===== src/rtl/cmdseq_pkg.sv =====
package cmdseq_pkg;
    typedef enum logic [4:0] {
        OP_EXIT    = 5'h00,
        OP_START   = 5'h01,
        OP_ADDR_HI = 5'h04,
        OP_ADDR_LO = 5'h05,
        OP_TXB     = 5'h09,
        OP_RXB     = 5'h12,
        OP_ACKCHK  = 5'h13,
        OP_ACKIGN  = 5'h15,
        OP_SACK    = 5'h16,
        OP_SNACK   = 5'h17,
        OP_JMP     = 5'h18,
        OP_UPTX    = 5'h1D,
        OP_RSTART  = 5'h1E,
        OP_STOP    = 5'h1F
    } opcode_e;

    typedef enum logic [2:0] {
        PR_START, PR_RSTART, PR_STOP, PR_WRBYTE, PR_RDBYTE, PR_RDACK, PR_WRACK
    } prim_e;

    typedef enum logic [1:0] {S_IDLE, S_DECODE, S_BUS} seq_state_e;

    typedef enum logic [3:0] {
        RG_CTRL, RG_ADDR, RG_LOOP, RG_DEST, RG_TXWM, RG_RXWM, RG_TXDATA,
        RG_RXDATA, RG_STATUS, RG_RAW, RG_IEN, RG_MASKED
    } reg_e;

    localparam int IRQ_ABORT_A = 0;
    localparam int IRQ_RXTH    = 2;
    localparam int IRQ_TXTH    = 4;
    localparam int IRQ_ABORT_B = 11;
    localparam int IRQ_DONE    = 12;
    localparam int ST_RXNE     = 16;
    localparam int ST_TXNF     = 19;
endpackage


===== src/rtl/cmdseq_fifo.sv =====
module cmdseq_fifo #(
    parameter int DEPTH = 64,
    parameter int W     = 8,
    localparam int AW   = $clog2(DEPTH),
    localparam int CW   = AW + 1
) (
    input  logic          clk,
    input  logic          rst_n,
    input  logic          push,
    input  logic [W-1:0]  din,
    input  logic          pop,
    output logic [W-1:0]  dout,
    output logic [CW-1:0] count,
    output logic          empty,
    output logic          full
);
    logic [W-1:0]  mem [DEPTH];
    logic [AW-1:0] wp, rp;
    logic          do_push, do_pop;

    assign empty   = (count == '0);
    assign full    = (count == CW'(DEPTH));
    assign do_push = push && !full;
    assign do_pop  = pop && !empty;
    assign dout    = mem[rp];

    always_ff @(posedge clk) begin
        if (!rst_n) begin
            wp    <= '0;
            rp    <= '0;
            count <= '0;
        end else begin
            if (do_push) begin
                mem[wp] <= din;
                wp      <= wp + 1'b1;
            end
            if (do_pop) rp <= rp + 1'b1;
            count <= count + CW'(do_push) - CW'(do_pop);
        end
    end
endmodule


===== src/rtl/cmdseq_engine.sv =====
module cmdseq_engine
    import cmdseq_pkg::*;
#(
    parameter int SLOTS  = 32,
    parameter int LOOP_W = 16,
    localparam int PCW   = $clog2(SLOTS)
) (
    input  logic              clk,
    input  logic              rst_n,
    input  logic              launch,
    input  logic [4:0]        op,
    output logic [PCW-1:0]    pc,
    input  logic [15:0]       tgt_addr,
    input  logic              tx_empty,
    input  logic [7:0]        tx_data,
    output logic              tx_pop,
    input  logic              rx_full,
    output logic              rx_push,
    output logic              prim_req,
    output logic [2:0]        prim_op,
    output logic [7:0]        prim_byte,
    input  logic              prim_done,
    input  logic              prim_rx_bit,
    input  logic              loop_wr,
    input  logic [LOOP_W-1:0] loop_din,
    input  logic              dest_wr,
    input  logic [PCW-1:0]    dest_din,
    output logic [LOOP_W-1:0] loop_q,
    output logic [PCW-1:0]    dest_q,
    output logic              busy,
    output logic              done_pulse,
    output logic              abort_pulse
);
    seq_state_e st, nxt;
    logic [4:0] cur_op;
    logic [7:0] tx_hold, p_byte;
    prim_e      p_op;
    logic       issue, adv, jump, fin, abrt;

    // next state and step decisions
    always_comb begin
        nxt = st; issue = 1'b0; adv = 1'b0; jump = 1'b0; fin = 1'b0; abrt = 1'b0;
        tx_pop = 1'b0; rx_push = 1'b0; p_op = PR_START; p_byte = 8'h00;
        unique case (st)
            S_IDLE: if (launch) nxt = S_DECODE;
            S_DECODE: begin
                unique case (op)
                    OP_START:   issue = 1'b1;
                    OP_RSTART:  begin issue = 1'b1; p_op = PR_RSTART; end
                    OP_STOP:    begin issue = 1'b1; p_op = PR_STOP; end
                    OP_ADDR_HI: begin issue = 1'b1; p_op = PR_WRBYTE; p_byte = tgt_addr[15:8]; end
                    OP_ADDR_LO: begin issue = 1'b1; p_op = PR_WRBYTE; p_byte = tgt_addr[7:0]; end
                    OP_TXB:     begin issue = 1'b1; p_op = PR_WRBYTE; p_byte = tx_hold; end
                    OP_RXB:     begin issue = !rx_full; p_op = PR_RDBYTE; end
                    OP_ACKCHK,
                    OP_ACKIGN:  begin issue = 1'b1; p_op = PR_RDACK; end
                    OP_SACK:    begin issue = 1'b1; p_op = PR_WRACK; end
                    OP_SNACK:   begin issue = 1'b1; p_op = PR_WRACK; p_byte = 8'h01; end
                    OP_JMP:     begin jump = (loop_q != '0); adv = (loop_q == '0); end
                    OP_UPTX:    begin tx_pop = !tx_empty; adv = !tx_empty; end
                    default:    begin fin = 1'b1; nxt = S_IDLE; end
                endcase
                if (issue) nxt = S_BUS;
            end
            S_BUS: begin
                if (prim_done) begin
                    rx_push = (cur_op == OP_RXB);
                    if (cur_op == OP_ACKCHK && prim_rx_bit) begin
                        abrt = 1'b1;
                        nxt  = S_IDLE;
                    end else begin
                        adv = 1'b1;
                        nxt = S_DECODE;
                    end
                end
            end
            default: nxt = S_IDLE;
        endcase
        if (adv && pc == PCW'(SLOTS - 1)) begin
            fin = 1'b1;
            nxt = S_IDLE;
        end
    end

    // state register and program datapath
    always_ff @(posedge clk) begin
        if (!rst_n) begin
            st <= S_IDLE; pc <= '0; loop_q <= '0; dest_q <= '0;
            tx_hold <= '0; cur_op <= '0; prim_op <= '0; prim_byte <= '0;
        end else begin
            st <= nxt;
            if (st == S_IDLE && launch) pc <= '0;
            else if (jump)              pc <= dest_q;
            else if (adv)               pc <= pc + 1'b1;
            if (st == S_IDLE && loop_wr) loop_q <= loop_din;
            else if (jump)               loop_q <= loop_q - 1'b1;
            if (st == S_IDLE && dest_wr) dest_q <= dest_din;
            if (tx_pop) tx_hold <= tx_data;
            if (issue) begin
                cur_op    <= op;
                prim_op   <= p_op;
                prim_byte <= p_byte;
            end
        end
    end

    // outputs
    always_comb begin
        prim_req    = (st == S_BUS);
        busy        = (st != S_IDLE);
        done_pulse  = fin;
        abort_pulse = abrt;
    end

    assert_req_hold_R3: assert property (@(posedge clk) disable iff (!rst_n)
        (prim_req && !prim_done) |=> (prim_req && $stable(prim_op) && $stable(prim_byte)));
endmodule


===== src/rtl/cmdseq_top.sv =====
module cmdseq_top
    import cmdseq_pkg::*;
#(
    parameter int SLOTS    = 32,
    parameter int FDEPTH   = 64,
    parameter int LOOP_W   = 16,
    localparam int PCW     = $clog2(SLOTS),
    localparam int ADDR_W  = PCW + 1,
    localparam int CW      = $clog2(FDEPTH) + 1
) (
    input  logic              clk,
    input  logic              rst_n,
    input  logic              reg_wr,
    input  logic              reg_rd,
    input  logic [ADDR_W-1:0] reg_addr,
    input  logic [31:0]       reg_wdata,
    output logic [31:0]       reg_rdata,
    output logic              prim_req,
    output logic [2:0]        prim_op,
    output logic [7:0]        prim_byte,
    input  logic              prim_done,
    input  logic [7:0]        prim_rx_byte,
    input  logic              prim_rx_bit,
    output logic              irq
);
    logic [4:0]        slots [SLOTS];
    logic [15:0]       tgt_addr;
    logic [CW-1:0]     tx_wm, rx_wm, tx_cnt, rx_cnt;
    logic [31:0]       raw, ien, raw_set, masked;
    logic              lo_sel, slot_sel;
    logic [3:0]        ridx;
    logic [PCW-1:0]    pc, dest_q;
    logic [LOOP_W-1:0] loop_q;
    logic [7:0]        tx_dout, rx_dout;
    logic              tx_empty, tx_full, rx_empty, rx_full;
    logic              seq_tx_pop, seq_rx_push, busy, done_p, abort_p;

    assign slot_sel = reg_addr[ADDR_W-1];
    assign lo_sel   = (reg_addr[ADDR_W-1:4] == '0);
    assign ridx     = reg_addr[3:0];

    function automatic logic wr_hit(input logic [3:0] r);
        return reg_wr && lo_sel && (ridx == r);
    endfunction

    always_ff @(posedge clk) begin
        if (!rst_n) begin
            for (int i = 0; i < SLOTS; i++) slots[i] <= '0;
            tgt_addr <= '0;
            tx_wm    <= CW'(FDEPTH / 2);
            rx_wm    <= CW'(FDEPTH / 2);
            raw      <= '0;
            ien      <= '0;
        end else begin
            if (reg_wr && slot_sel) slots[reg_addr[PCW-1:0]] <= reg_wdata[4:0];
            if (wr_hit(RG_ADDR)) tgt_addr <= reg_wdata[15:0];
            if (wr_hit(RG_TXWM)) tx_wm    <= reg_wdata[CW-1:0];
            if (wr_hit(RG_RXWM)) rx_wm    <= reg_wdata[CW-1:0];
            if (wr_hit(RG_IEN))  ien      <= reg_wdata;
            raw <= (raw & ~(wr_hit(RG_RAW) ? reg_wdata : 32'h0)) | raw_set;
        end
    end

    always_comb begin
        raw_set              = '0;
        raw_set[IRQ_ABORT_A] = abort_p;
        raw_set[IRQ_ABORT_B] = abort_p;
        raw_set[IRQ_DONE]    = done_p;
        raw_set[IRQ_RXTH]    = busy && (rx_cnt >= rx_wm);
        raw_set[IRQ_TXTH]    = busy && (tx_cnt < tx_wm);
        masked               = raw & ien;
        irq                  = |masked;
    end

    always_comb begin
        reg_rdata = '0;
        if (slot_sel) reg_rdata[4:0] = slots[reg_addr[PCW-1:0]];
        else if (lo_sel) begin
            unique case (ridx)
                RG_ADDR:   reg_rdata[15:0]     = tgt_addr;
                RG_LOOP:   reg_rdata[LOOP_W-1:0] = loop_q;
                RG_DEST:   reg_rdata[PCW-1:0]  = dest_q;
                RG_TXWM:   reg_rdata[CW-1:0]   = tx_wm;
                RG_RXWM:   reg_rdata[CW-1:0]   = rx_wm;
                RG_RXDATA: reg_rdata[7:0]      = rx_dout;
                RG_STATUS: begin
                    reg_rdata[0]        = busy;
                    reg_rdata[ST_RXNE]  = !rx_empty;
                    reg_rdata[ST_TXNF]  = !tx_full;
                end
                RG_RAW:    reg_rdata = raw;
                RG_IEN:    reg_rdata = ien;
                RG_MASKED: reg_rdata = masked;
                default:   reg_rdata = '0;
            endcase
        end
    end

    cmdseq_fifo #(.DEPTH(FDEPTH), .W(8)) u_txf (
        .clk(clk), .rst_n(rst_n), .push(wr_hit(RG_TXDATA)), .din(reg_wdata[7:0]),
        .pop(seq_tx_pop), .dout(tx_dout), .count(tx_cnt), .empty(tx_empty), .full(tx_full));

    cmdseq_fifo #(.DEPTH(FDEPTH), .W(8)) u_rxf (
        .clk(clk), .rst_n(rst_n), .push(seq_rx_push), .din(prim_rx_byte),
        .pop(reg_rd && lo_sel && ridx == RG_RXDATA), .dout(rx_dout), .count(rx_cnt),
        .empty(rx_empty), .full(rx_full));

    cmdseq_engine #(.SLOTS(SLOTS), .LOOP_W(LOOP_W)) u_eng (
        .clk(clk), .rst_n(rst_n), .launch(wr_hit(RG_CTRL) && reg_wdata[0]),
        .op(slots[pc]), .pc(pc), .tgt_addr(tgt_addr),
        .tx_empty(tx_empty), .tx_data(tx_dout), .tx_pop(seq_tx_pop),
        .rx_full(rx_full), .rx_push(seq_rx_push),
        .prim_req(prim_req), .prim_op(prim_op), .prim_byte(prim_byte),
        .prim_done(prim_done), .prim_rx_bit(prim_rx_bit),
        .loop_wr(wr_hit(RG_LOOP)), .loop_din(reg_wdata[LOOP_W-1:0]),
        .dest_wr(wr_hit(RG_DEST)), .dest_din(reg_wdata[PCW-1:0]),
        .loop_q(loop_q), .dest_q(dest_q), .busy(busy),
        .done_pulse(done_p), .abort_pulse(abort_p));

    assert_rx_push_room_R9: assert property (@(posedge clk) disable iff (!rst_n)
        seq_rx_push |-> !rx_full);
    assert_tx_pop_data_R9: assert property (@(posedge clk) disable iff (!rst_n)
        seq_tx_pop |-> !tx_empty);
    assert_done_idle_R2: assert property (@(posedge clk) disable iff (!rst_n)
        $rose(raw[IRQ_DONE]) |-> !busy);
    assert_abort_idle_R7: assert property (@(posedge clk) disable iff (!rst_n)
        $rose(raw[IRQ_ABORT_B]) |-> (!busy && !prim_req));
endmodule


===== config.mk =====
export PLATFORM = sky130hd
export DESIGN_NAME = cmdseq_top
export DESIGN_NICKNAME = d
export VERILOG_FILES = /design/src/rtl/cmdseq_pkg.sv /design/src/rtl/cmdseq_fifo.sv /design/src/rtl/cmdseq_engine.sv /design/src/rtl/cmdseq_top.sv
export SDC_FILE = /design/constraint.sdc
export NUM_CORES = 2
export LEC_CHECK = 0
export ABC_CLOCK_PERIOD_IN_PS = 7700
export BUFFER_PORTS_ARGS = -buffer_cell sky130_fd_sc_hd__buf_2
export CAP_MARGIN = 25
export CORE_ASPECT_RATIO = 0.8
export CORE_UTILIZATION = 40
export DETAILED_ROUTE_END_ITERATION = 6
export HOLD_SLACK_MARGIN = 0.05
export SLEW_MARGIN = 20
export SYNTH_ARGS = -nofsm -noshare
export SYNTH_HDL_FRONTEND = slang
export SYNTH_HIERARCHICAL = 1
export SYNTH_SLANG_ARGS = --single-unit

===== constraint.sdc =====
create_clock -name clk -period 7.7 [get_ports clk]
set_clock_uncertainty 0.05 [all_clocks]
set_input_delay 0.77 -clock clk [delete_from_list [all_inputs] [get_ports clk]]
set_output_delay 0.77 -clock clk [all_outputs]
set_load 0.01 [all_outputs]

# After elaboration in Yosys (flattened, before gate mapping)
# Memory sizes are Yosys's and may differ from the RTL's. A register that Yosys moved wholly into a read port is not among the register bits.
# Cells that the tools add are included.
[totals]
regBits = 176
latchBits = 0
ramBits = 1184
mem_bits_ro = 0
in_bits = 52
out_inout_bits = 45
word_cells = 185
memories = 3
[memory_table]
columns = ["memory", "depth", "word_bits", "rd", "rd_clocked_by_memory_dff", "write_ports", "line", "rtl"]
rows = [
  ["u_rxf.mem", 64, 8, 1, 1, 1, "cmdseq_fifo.sv:17", "logic [W-1:0] mem [DEPTH];"],
  ["u_txf.mem", 64, 8, 1, 1, 1, "cmdseq_fifo.sv:17", ""],
  ["slots", 32, 5, 2, 1, 32, "cmdseq_top.sv:26", "logic [4:0] slots [SLOTS];"],
]
[op_classes]
addsub = 10
mul = 0
n_div = 0
n_lt_le_gt_ge = 2
n_eq_ne = 34
shift = 0
n_mux = 63
n_bitwise = 5
reduce_logical = 50
[op_table]
columns = ["operator", "count"]
rows = [
  ["32-bit AND", 2],
  ["32-bit 2-to-1 mux", 2],
  ["5-bit equality test, second input constant", 12],
  ["8-bit case mux with 5 select lines", 1],
  ["12-bit case mux with 3 select lines", 1],
  ["4-bit case mux with 9 select lines", 1],
  ["5-bit 2-to-1 mux", 7],
  ["16-bit 2-to-1 mux", 2],
  ["32-bit NOT", 1],
  ["32-bit by 13-bit bitwise OR with 32-bit output", 1],
  ["8-bit case mux with 4 select lines", 1],
  ["32-bit OR reduction", 1],
  ["1-bit 2-to-1 mux", 28],
  ["27-bit 2-to-1 mux", 1],
  ["1-bit logical AND", 25],
  ["6-bit by 1-bit adder with 6-bit output, second input constant", 4],
  ["3-bit case mux with 6 select lines", 1],
  ["4-bit by 3-bit equality test with 1-bit output, second input constant", 4],
  ["4-bit equality test, second input constant", 4],
  ["16-bit logical NOT", 1],
  ["2-bit case mux with 8 select lines", 1],
  ["16-bit nonzero test", 1],
  ["16-bit by 1-bit subtractor with 16-bit output, second input constant", 1],
  ["7-bit by 1-bit adder with 7-bit output", 2],
  ["35 further kinds", 59],
]

# Depth between registers and ports, before layout
[logic_depth]
depth_word = 9
ltp_mapped = 22
depth_no_buf = 17

# Modules after synthesis
# Netlist, hierarchy kept.
[by_module_without_submodules]
columns = ["mod", "instances", "cells_each", "area_per_inst_um2", "seq_area_each_um2"]
rows = [
  ["cmdseq_fifo (u_txf)", 1, 1069, 21089.0, 15875.2],
  ["cmdseq_fifo (u_rxf)", 1, 1013, 20982.6, 15875.2],
  ["cmdseq_top", 1, 1245, 13739.4, 6686.4],
  ["cmdseq_engine", 1, 328, 2796.4, 1041.0],
]

# Worst setup path before layout
# Ideal clock, no wire load.
[synth_path]
path_kind = "reg2reg"
from = "register u_eng/pc[0] (netlist name)"
to = "register u_txf.count[6]"
setup_ns = 0.132
t_arrival_ns = 4.609
required_ns = 7.518
slack_ns = 2.908
stages_incl_launch_ff = 23
n_path_buf = 5
period_less_slack_ns = 4.792
cell_sequence = "dfxtp_1 clkbuf_1 buf_2 mux4_2 mux4_2 mux2_2 buf_2 nand3_1 nor4_1 buf_2 nor2b_1 clkbuf_1 ha_1 inv_1 ha_1 inv_1 fa_1 nand2b_1 a21oi_1 o21ai_0 a21oi_1 or3_1 a21oi_1"
[synth_rtl]
columns = ["element", "line", "rtl"]
rows = [
  ["end signal: assignment", "cmdseq_fifo.sv:38", "count <= count + CW'(do_push) - CW'(do_pop);"],
  ["end: declaration", "cmdseq_fifo.sv:13", "output logic [CW-1:0] count,"],
]

==> flow_summary_export.csv <==
group,metric,value,unit
worst_setup_path,critPathTopFamily,"compound AO/OA/AOI/OAI gates",
power,power.total,15.64,mW
worst_hold_path,min_path_type,"in -> reg",
status,violations,"design-rule violations",
synth,synth_top_area_frac,0.6066,
sta,rsz0062_at_grt,"false",
floorplanning,die_h,344.4,um
global_route,grt-ovfl-total,0,
global_route,grt_pass1_wl,220800,um
cells_and_area,design_area,65540,um2
worst_setup_path,cp_common_cell,"mux4_2",
placed_design,gp_congestion,0.8985,
drt,drt_iter0_drc,3843,
placed_design,dp_hpwl,96840,um
sta,setup_viol,0,
clock_network,insertion_delay,800,ps
global_route,antenna_found_initial,5,
power,leakage,20.25,nW
synth,synth-edff-count,1184,
synth,synth_seq_cells,1380,
synth,ys_types,80,
power,p_per_area,238.5,nW/um2
synth,yosys.area_share.adder,0.009863,
clock_network,numCtsBuffers,142,
placed_design,placed_cell_area,60830,um2
sta,hold_viol,0,
clock_network,cts_setup_buffers,0,
synth,synth_commonest_cells,"edfxtp_1 (1184), mux4_2 (322), nor2_1 (266)",
synth,muxShareOfSynthArea,0.1487,
sta,fin_crit_sh,0.7579,
sta,finalCriticalPeriod,5836,ps
synth,synth.area.top_cells,"edfxtp_1 (61%), mux4_2 (12%), dfxtp_1 (6.7%)",
worst_setup_path,cp_slowest_cell,"dfxtp_4",
drt,drt_wl_total,151100,um
sta,max_slew_margin,0.2215,
cells_and_area,seq_area,39500,um2
floorplanning,io_pins,97,
worst_setup_path,cp-end-kind,"output port",
synth,ys_warn_count,6,
synth,synth.most_common_cell,"edfxtp_1",
synth,syn-mean-instance-area,16.03,um2
clock_network,path_clk_slew,60,ps
floorplanning,core,145300,um2
synth,synth_top_family_by_area,"multiplexers",
cells_and_area,fin_nets,3820,
synth,synth_xor_area_frac,0.005978,
synth,synth_compound_area_frac,0.05941,
sta,finalSetupTns,0,ps
cells_and_area,area_growth_syn_to_layout,11.83,%
clock_network,cts_resized,0,
synth,syn_inst,3655,
global_route,grt_pass1_vias,32030,
synth,synth_ff_type,"edfxtp_1",
clock_network,clockBufferDepth,3,
synth,synth_seq_area_share,0.6736,
worst_setup_path,critPathMaxFanout,43,
drt,drc_errors,3,
worst_setup_path,worstPathCellList,"buf_4 -> mux4_2 -> o22ai_1 -> o21a_1 -> o41ai_1 -> mux4_2 -> nor2_1 -> nor3_1 -> a221oi_1 -> o221ai_1 -> buf_2",
cells_and_area,utilization,0.4511,
clock_network,tritoncts,"built",
sta,worst_pin_slew,1168,ps
synth,synthSimpleGateAreaFrac,0.07844,
synth,syn-num-nets,3752,
clock_network,clock-sinks,1380,
flow_run,drv_cap,0,
worst_setup_path,crit_type,"reg -> out",
floorplanning,num_rows,125,
worst_setup_path,crit_arrival,5020,ps
sta,drv_slew,0,
worst_setup_path,cpPeakStageDelay,910,ps
floorplanning,die_area,148100,um2
drt,final_antenna_net_count,0,
clock_network,hold_buffers,0,
clock_network,cts-root-buf,"clkbuf_16",
worst_setup_path,crit_buf_inv,2,
worst_setup_path,cp.required,6880,ps
floorplanning,start_util,0.4034,
placed_design,portBuffers,96,
cells_and_area,multi_input_area,17750,um2
floorplanning,die_x,430.0,um
global_route,grt_usage,0.2021,
global_route,grt_start_max_net_pins,76,
drt,num_vias,33620,
synth,synthArstFlopShare,0,
cells_and_area,drive_gt1_frac,0.1917,
status,outcome,"finished with violations",
drt,drtPass1Iterations,7,
sta,fmax,171.4,MHz
drt,wl_per_cell,26.31,um
clock_network,cts_max_level,4,
worst_setup_path,crit_path_start_kind,"flop",
cells_and_area,num-fill-cells,12550,
synth,synth_area,58610,um2
drt,routed_via_density,5.855,
synth,yosys.area.top_type,"edfxtp_1",
power,irDropWorstVdd,0.0001903,V
==> where the power goes <==
part           switching, mW  internal (mW)  total, mW
clock                   2.96           3.92       6.87
combinational          0.364          0.168      0.532
sequential            0.0631           8.17       8.23
==> stage by stage <==
step / worst slack, ps / hold WS [ps] / std cells
3_5_place_dp: 2274 / 372.5 / 5481
2_1_floorplan: 2908 / 362.0 / 3655
5_1_grt: 1595 / 107.9 / 5740
3_3_place_gp: 2386 / 369.2 / 5479
4_1_cts: 1796 / 73.46 / 5736
6_report: 1864 / 124.2 / 5743
==> worst register-to-register path: stages (launching register included) <==
cell and delay (ps):
dfxtp_2 550, buf_12 310, mux4_2 580, mux4_2 550, mux2_2 420, nor4_2 340, nor2b_1 450, ha_1 320
inv_1 70, ha_1 160, inv_1 70, fa_1 420, nand2b_1 160, a21oi_1 170, o21ai_0 120, a21oi_1 200
or3_1 130, a21oi_1 60
==> final timing paths <==
| check | depth (start not counted) | slack, ps | from | to |
|---|---|---|---|---|
| max | 11 | 1860 | flop | reg_rdata[1] |
| min | 2 | 120 | reg_wdata[27] | raw[27] |
| max reg2reg | 17 | 2430 | u_eng/pc[0] | u_txf/count[6] |
| min reg2reg | 2 | 380 | raw[25] | raw[25] |
==> state kept, by name, summed over array words and instances (netlist names), 6 cells and up, named ones only <==
signal / count
u_rxf/mem: 512
u_txf/mem: 512
slots: 160
ien: 32
raw: 32
tgt_addr: 16
u_eng/loop_q: 16
u_eng/prim_byte: 8
u_eng/tx_hold: 8
rx_wm: 7
tx_wm: 7
u_rxf/count: 7
u_txf/count: 7
u_rxf/rp: 6
u_rxf/wp: 6
u_txf/rp: 6
u_txf/wp: 6
==> routing by layer <==
layer,track usage,vias to the layer above,routed length [um]
met5,0,-,10
met4,0.05112,2,2974
met3,0.04849,213,14650
met2,0.2794,1494,63100
met1,0.3162,17410,70360
li1,-,14500,-
==> logic make-up after synthesis <==
family                   after synthesis
flip-flops                          1380
buffers and inverters                288
AND/OR/NAND/NOR                      946
XOR/XNOR                              40
adder cells (fa/ha/maj)               45
multiplexers                         447
AO/OA/AOI/OAI                        509
==> cells in the final DEF (no fill, tap or decap), drive strengths merged, types with 62 or more instances in the layout <==
cell type and count:
dfxtp 196, edfxtp 1184, mux4 333, and2 178
a21oi 89, buf 156, nand2 253, inv 62
clkbuf 183, a21boi 63, o21ai 78, nor2 267
mux2i 88
==> area by class of cell <==
| cell class | instances | area share |
|---|---|---|
| clock inverter | 72 | 0.01229 |
| clock buffer | 183 | 0.05889 |
| multi-input combinational | 1987 | 0.2708 |
| tap | 1905 | 0.03637 |
| antenna | 4 | 0.0001527 |
| timing repair buffer | 156 | 0.01565 |
| inverter | 56 | 0.003207 |
| sequential | 1380 | 0.6027 |
No activity file was read; power rests on OpenSTA's default activity.
